--- config.mk ---
export PLATFORM = sky130hd
export DESIGN_NAME = uart_modem_port
export DESIGN_NICKNAME = d
export VERILOG_FILES = /design/src/rtl/uart_modem_pkg.sv /design/src/rtl/uart_modem_sync.sv /design/src/rtl/uart_modem_ctrl.sv /design/src/rtl/uart_modem_datapath.sv /design/src/rtl/uart_modem_port.sv
export SDC_FILE = /design/constraint.sdc
export NUM_CORES = 1
export LEC_CHECK = 0
export BUFFER_PORTS_ARGS = -buffer_cell sky130_fd_sc_hd__clkbuf_2
export CORE_ASPECT_RATIO = 0.75
export CORE_MARGIN = 10
export CORE_UTILIZATION = 43
export DETAILED_ROUTE_END_ITERATION = 7
export PLACE_DENSITY = 0.75
export SLEW_MARGIN = 20
export SYNTH_ARGS = -nofsm -noshare
export SYNTH_HDL_FRONTEND = slang
export SYNTH_SLANG_ARGS = --single-unit
--- constraint.sdc ---
create_clock -name clk -period 1.5 [get_ports clk]
set_clock_uncertainty 0.05 [all_clocks]
set_input_delay 0.3 -clock clk [delete_from_list [all_inputs] [get_ports clk]]
set_output_delay 0.3 -clock clk [all_outputs]
set_load 0.005 [all_outputs]
--- src/rtl/uart_modem_pkg.sv ---
package uart_modem_pkg;
  localparam int REG_W      = 8;
  localparam int LINE_CNT   = 4;
  localparam int CTL_W      = 5;
  // line order inside level/flag nibbles
  localparam int LN_CTS     = 0;
  localparam int LN_DSR     = 1;
  localparam int LN_RI      = 2;
  localparam int LN_DCD     = 3;
  // control register bits
  localparam int CB_DTR     = 0;
  localparam int CB_RTS     = 1;
  localparam int CB_LPRI    = 2;
  localparam int CB_LPDCD   = 3;
  localparam int CB_LOOP    = 4;
  localparam logic ADDR_CTL  = 1'b0;
  localparam logic ADDR_STAT = 1'b1;

  typedef struct packed {
    logic wrCtl;
    logic rdStat;
  } modemStrobe_t;
endpackage

--- src/rtl/uart_modem_sync.sv ---
module uart_modem_sync #(
  parameter int WIDTH   = 4,
  parameter int STAGES  = 2,
  parameter logic RST_VAL = 1'b1
) (
  input  logic             clk,
  input  logic             rstN,
  input  logic [WIDTH-1:0] din,
  output logic [WIDTH-1:0] dout
);
  logic [WIDTH-1:0] stage [STAGES];

  always_ff @(posedge clk or negedge rstN) begin
    if (!rstN) begin
      for (int i = 0; i < STAGES; i++) stage[i] <= {WIDTH{RST_VAL}};
    end else begin
      stage[0] <= din;
      for (int i = 1; i < STAGES; i++) stage[i] <= stage[i-1];
    end
  end

  assign dout = stage[STAGES-1];
endmodule

--- src/rtl/uart_modem_ctrl.sv ---
module uart_modem_ctrl
  import uart_modem_pkg::*;
(
  input  logic         regAddr,
  input  logic         regWe,
  input  logic         regRe,
  output modemStrobe_t stb
);
  always_comb begin
    stb.wrCtl  = regWe && (regAddr == ADDR_CTL);
    stb.rdStat = regRe && (regAddr == ADDR_STAT);
  end
endmodule

--- src/rtl/uart_modem_datapath.sv ---
module uart_modem_datapath
  import uart_modem_pkg::*;
#(
  parameter int SYNC_STAGES = 2
) (
  input  logic               clk,
  input  logic               rstN,
  input  modemStrobe_t       stb,
  input  logic               rdSel,
  input  logic [REG_W-1:0]   wData,
  input  logic [LINE_CNT-1:0] lineN,
  input  logic               msiEn,
  output logic [REG_W-1:0]   rdData,
  output logic               dtrN,
  output logic               rtsN,
  output logic               msiReq
);
  logic [LINE_CNT-1:0] syncN;
  logic [LINE_CNT-1:0] loopLvl;
  logic [LINE_CNT-1:0] curLvl;
  logic [LINE_CNT-1:0] prevLvl;
  logic [LINE_CNT-1:0] chg;
  logic [LINE_CNT-1:0] flags;
  logic [CTL_W-1:0]    ctlReg;
  logic                loopMode;

  uart_modem_sync #(
    .WIDTH  (LINE_CNT),
    .STAGES (SYNC_STAGES),
    .RST_VAL(1'b1)
  ) u_sync (
    .clk (clk),
    .rstN(rstN),
    .din (lineN),
    .dout(syncN)
  );

  assign loopMode = ctlReg[CB_LOOP];

  always_comb begin
    loopLvl         = '0;
    loopLvl[LN_CTS] = ctlReg[CB_RTS];
    loopLvl[LN_DSR] = ctlReg[CB_DTR];
    loopLvl[LN_RI]  = ctlReg[CB_LPRI];
    loopLvl[LN_DCD] = ctlReg[CB_LPDCD];
  end

  assign curLvl = loopMode ? loopLvl : ~syncN;

  generate
    for (genvar g = 0; g < LINE_CNT; g++) begin : g_edge
      if (g == LN_RI) begin : g_trail
        assign chg[g] = prevLvl[g] & ~curLvl[g];
      end else begin : g_any
        assign chg[g] = prevLvl[g] ^ curLvl[g];
      end
    end
  endgenerate

  always_ff @(posedge clk or negedge rstN) begin
    if (!rstN) begin
      prevLvl <= '0;
      flags   <= '0;
      ctlReg  <= '0;
    end else begin
      prevLvl <= curLvl;
      flags   <= (stb.rdStat ? '0 : flags) | chg;
      if (stb.wrCtl) ctlReg <= wData[CTL_W-1:0];
    end
  end

  assign dtrN   = ~(ctlReg[CB_DTR] & ~loopMode);
  assign rtsN   = ~(ctlReg[CB_RTS] & ~loopMode);
  assign msiReq = msiEn & (|flags);
  assign rdData = (rdSel == ADDR_STAT) ? {curLvl, flags}
                                       : {{(REG_W-CTL_W){1'b0}}, ctlReg};

  // flags persist when no read clears them
  assert_flag_sticky_R3: assert property (@(posedge clk) disable iff (!rstN)
    !stb.rdStat |=> ((flags & $past(flags)) == $past(flags)));

  // a read with no concurrent change empties the flags
  assert_read_clears_R5: assert property (@(posedge clk) disable iff (!rstN)
    (stb.rdStat && chg == '0) |=> (flags == '0));

  // ring flag only rises on the falling edge of the ring level
  assert_ri_trailing_R4: assert property (@(posedge clk) disable iff (!rstN)
    $rose(flags[LN_RI]) |-> $fell(prevLvl[LN_RI]));

  // entering loop mode releases both handshake outputs
  assert_loop_outputs_R7: assert property (@(posedge clk) disable iff (!rstN)
    $rose(loopMode) |-> (dtrN && rtsN));

  // a write aimed at the status address leaves control untouched
  assert_stat_write_ignored_R9: assert property (@(posedge clk) disable iff (!rstN)
    !stb.wrCtl |=> $stable(ctlReg));
endmodule

--- src/rtl/uart_modem_port.sv ---
module uart_modem_port
  import uart_modem_pkg::*;
#(
  parameter int SYNC_STAGES = 2
) (
  input  logic       clk,
  input  logic       rstN,
  input  logic       ctsN,
  input  logic       dsrN,
  input  logic       riN,
  input  logic       dcdN,
  input  logic       regAddr,
  input  logic       regWe,
  input  logic       regRe,
  input  logic [7:0] regWdata,
  input  logic       msiEn,
  output logic [7:0] regRdata,
  output logic       dtrN,
  output logic       rtsN,
  output logic       msiReq
);
  modemStrobe_t        stb;
  logic [LINE_CNT-1:0] lineN;

  always_comb begin
    lineN         = '1;
    lineN[LN_CTS] = ctsN;
    lineN[LN_DSR] = dsrN;
    lineN[LN_RI]  = riN;
    lineN[LN_DCD] = dcdN;
  end

  uart_modem_ctrl u_ctrl (
    .regAddr(regAddr),
    .regWe  (regWe),
    .regRe  (regRe),
    .stb    (stb)
  );

  uart_modem_datapath #(
    .SYNC_STAGES(SYNC_STAGES)
  ) u_dp (
    .clk   (clk),
    .rstN  (rstN),
    .stb   (stb),
    .rdSel (regAddr),
    .wData (regWdata),
    .lineN (lineN),
    .msiEn (msiEn),
    .rdData(regRdata),
    .dtrN  (dtrN),
    .rtsN  (rtsN),
    .msiReq(msiReq)
  );
endmodule

==> reports/qor.csv <==
stage,metric,value,unit
status,status,"finished, violations left",
status,failing checks,negative setup slack,
logic_synthesis,"Seq/Total Area, Yosys",0.6011,
critical_path,max incr delay on CP,0.44,ns
die,row count,14,
clocking,CTS buffer count,3,
min_path,worst-case hold path end point,u_dp.ctlReg[1],
die,core box area,0.001979,mm²
clocking,Num Clock Sinks,21,
grt,vias in the first global route,699,
logic_synthesis,synth cell count leaders,"dfrtp_1, dfstp_2, nand2_1, o21ai_0",
logic_synthesis,Synth Flop Type,dfrtp_1,
timing,Slew Limit Fails,0,
critical_path,"slowest stage cell, crit path",dfrtp_2,
logic_synthesis,#FFs+latches synth,21,
logic_synthesis,cells after synthesis,77,
final_layout,Filler Cells Inserted,167,
die,Initial Util,0.4501,
final_layout,combined area of the multi-input logic cells,335.3,µm²
timing,final hold viol count,0,
logic_synthesis,synth unique cells,26,
timing,Fmax,564.3,MHz
critical_path,"Req. time, crit path",1.15,ns
timing,Least-Margin Pin Slew,0.5170,ns
drt,Post-Route WL,2.087,mm
die,die width,72.56,µm
clocking,clk slew on worst S/H paths,0.11,ns
grt,first-pass GRT wire length,3.277,mm
drt,drt via density,4.831,
logic_synthesis,area fraction of the dominant cell type after synthesis,0.3652,
drt,DR DRC count,0,
placed_design,IO Port Bufs,25,
critical_path,CP max FO,6,
logic_synthesis,dominant cell by count in the synthesized netlist,dfrtp_1,
logic_synthesis,Synth async-reset ratio,1.000,
logic_synthesis,post-synthesis cell area,890.9,µm²
timing,unrepaired setup endpoints after global routing,yes,
critical_path,Reg2Reg Setup Slack,0.05,ns
logic_synthesis,Post-synth EDFFs,0,
timing,setup TNS,-1.109,ns
drt,DRT Pass-1 Iters,4,
min_path,HP Class,input port to flip-flop,
final_layout,# diodes,0,
die,die height,59.42,µm
final_layout,fin util,0.6188,
placed_design,final RePlAce weighted congestion,0.7551,
clocking,CTS max path bufs,2,
logic_synthesis,Ys Warns,0,
logic_synthesis,leading post-synthesis cells by cell area,"dfrtp_1, dfstp_2, mux2_2",
final_layout,design area,0.001225,mm²
drt,DR vias,686,
drt,wire per inst,14.70,µm
timing,Slew HR,0.6553,
logic_synthesis,Syn Nets,95,
die,die area,0.004311,mm²
min_path,Worst Hold Launch,regWdata[1],
die,Ports,29,
final_layout,P&R area growth vs syn,37.50,%
placed_design,Placement Cell Area,0.001064,mm²
final_layout,share of cells above drive strength 1,0.5254,
placed_design,Placed Cells,128,
drt,DRT iter0 DRCs,2,
final_layout,Reg area,536.8,µm²
timing,"Setup violations, final",7,
power_and_ir_drop,Pleak,0.5948,nW
min_path,WHS Path Cells,3,
clocking,htree depth,1,
drt,Final ANT Viol Nets,0,
critical_path,CP arrival,1.42,ns
timing,Final period util,1.181,
clocking,CTS tree,yes,
timing,crit path time final,1.772,ns
grt,largest net degree at the start of global routing,22,
grt,gr usage total,0.09955,
logic_synthesis,post-synth top area cell,dfrtp_1,
timing,fin worst setup slack,-0.2721,ns
power_and_ir_drop,maximum vdd drop,0.7404,mV
clocking,clock latency at the later pin of the worst-skew pair,0.31,ns
critical_path,RR Endpoint,u_dp.flags[1],
run,maxcap violations,0,
grt,"Remaining Overflow, GRT",0,
critical_path,Worst Setup Start Kind,flip-flop,
critical_path,"Cell Chain, Critical Path","buf_12, and2b_4, nor2_2, and2_4, buf_6",
critical_path,critical path type,flip-flop to primary output,
critical_path,r2r startpoint,u_dp.ctlReg[4],
power_and_ir_drop,Cell Pwr Density,1108,mW/mm²
logic_synthesis,Avg Inst Size Synth,11.57,µm²
placed_design,hpwl dp,1.407,mm
final_layout,post-layout net count,137,
grt,initial antenna violation count,0,
critical_path,Reg2Reg Depth,5,
critical_path,Worst setup EP type,primary output,
final_layout,final non-filler cell total,142,
clocking,root buf cell,clkbuf_4,
worst max-delay path by stage:
stage	start	to	slack, ns	cells after the start
2_1_floorplan	u_dp.u_sync.dout[0]	regRdata[4]	0.15	3
3_3_place_gp	u_dp.ctlReg[4]	regRdata[4]	-0.002	4
3_5_place_dp	u_dp.ctlReg[4]	regRdata[4]	-0.008	4
4_1_cts	u_dp.ctlReg[4]	regRdata[4]	-0.26	5
5_1_grt	u_dp.ctlReg[4]	regRdata[5]	-0.33	5
6_report	u_dp.ctlReg[4]	regRdata[5]	-0.27	5
metrics by stage:
step	power [mW]	setup slack [ns]	hold slack (ns)
5_1_grt	1.428	-0.3315	0.1395
2_1_floorplan	0.8700	0.1549	-0.04559
4_1_cts	1.341	-0.2589	0.1350
3_3_place_gp	0.9813	-0.001827	0.2373
3_5_place_dp	0.9958	-0.007901	0.2468
6_report	1.357	-0.2721	0.1378
report_power, final:
part | total (mW) | switching [mW] | internal, mW
Clock | 0.277 | 0.177 | 0.0998
Sequential | 0.699 | 0.0494 | 0.650
Combinational | 0.381 | 0.158 | 0.223
Total | 1.36 | 0.384 | 0.973
state kept, by name, summed over array words and instances, names as in the netlist:
register / cells
u_dp.flags: 4
u_dp.u_sync.dout: 4
u_dp.u_sync.stage: 4
u_dp.prevLvl: 4
u_dp.ctlReg: 5
layer usage:
layer / track usage / up-vias / part of all wire
li1: - / 333 / -
met1: 0.1054 / 324 / 0.42
met2: 0.1630 / 20 / 0.48
met3: 0.05025 / 9 / 0.068
met4: 0.04595 / 0 / 0.033
met5: 0 / - / 0
kinds of logic (layout without fill, tap and decap cells):
group,Yosys count,count (layout),share of synthesized area
compound gates,11,11,0.07163
buf+inv,8,49,0.04353
flops,21,21,0.6011
mux,5,5,0.06179
simple gates,32,32,0.2219
timing repair:
action,in CTS,in global routing
setup endpoints to repair,5,12
endpoints found under the hold margin,17,0
hold buffers,5,0
resized for setup,6,11
pin swaps,2,2
buffers inserted,5,0
final cells by class:
class | instances | area share
sequential | 21 | 0.4382
multi-input combinational | 48 | 0.2738
timing repair buffer | 40 | 0.2257
tap | 24 | 0.02451
clock buffer | 3 | 0.01839
inverter | 5 | 0.01532
clock inverter | 1 | 0.004086
critical path: cells and delay by family (launching register included):
family                 cells  cell delay (ns)
buffers and inverters      2             0.25
and+or+nand+nor            3             0.43
DFF                        1             0.44
placed cells by master, fill, tap and decap left out, types with 3 or more instances in the layout:
cell / instances
dlygate4sd3_1: 5
mux2_2: 3
buf_6: 3
inv_1: 4
buf_4: 7
nand2_1: 8
dfstp_2: 8
o21ai_0: 5
nor2b_4: 3
clkbuf_4: 3
dfrtp_1: 12
clkbuf_2: 22
and2_1: 4
o21ai_1: 4
No activity file was read; power rests on OpenSTA's default activity.
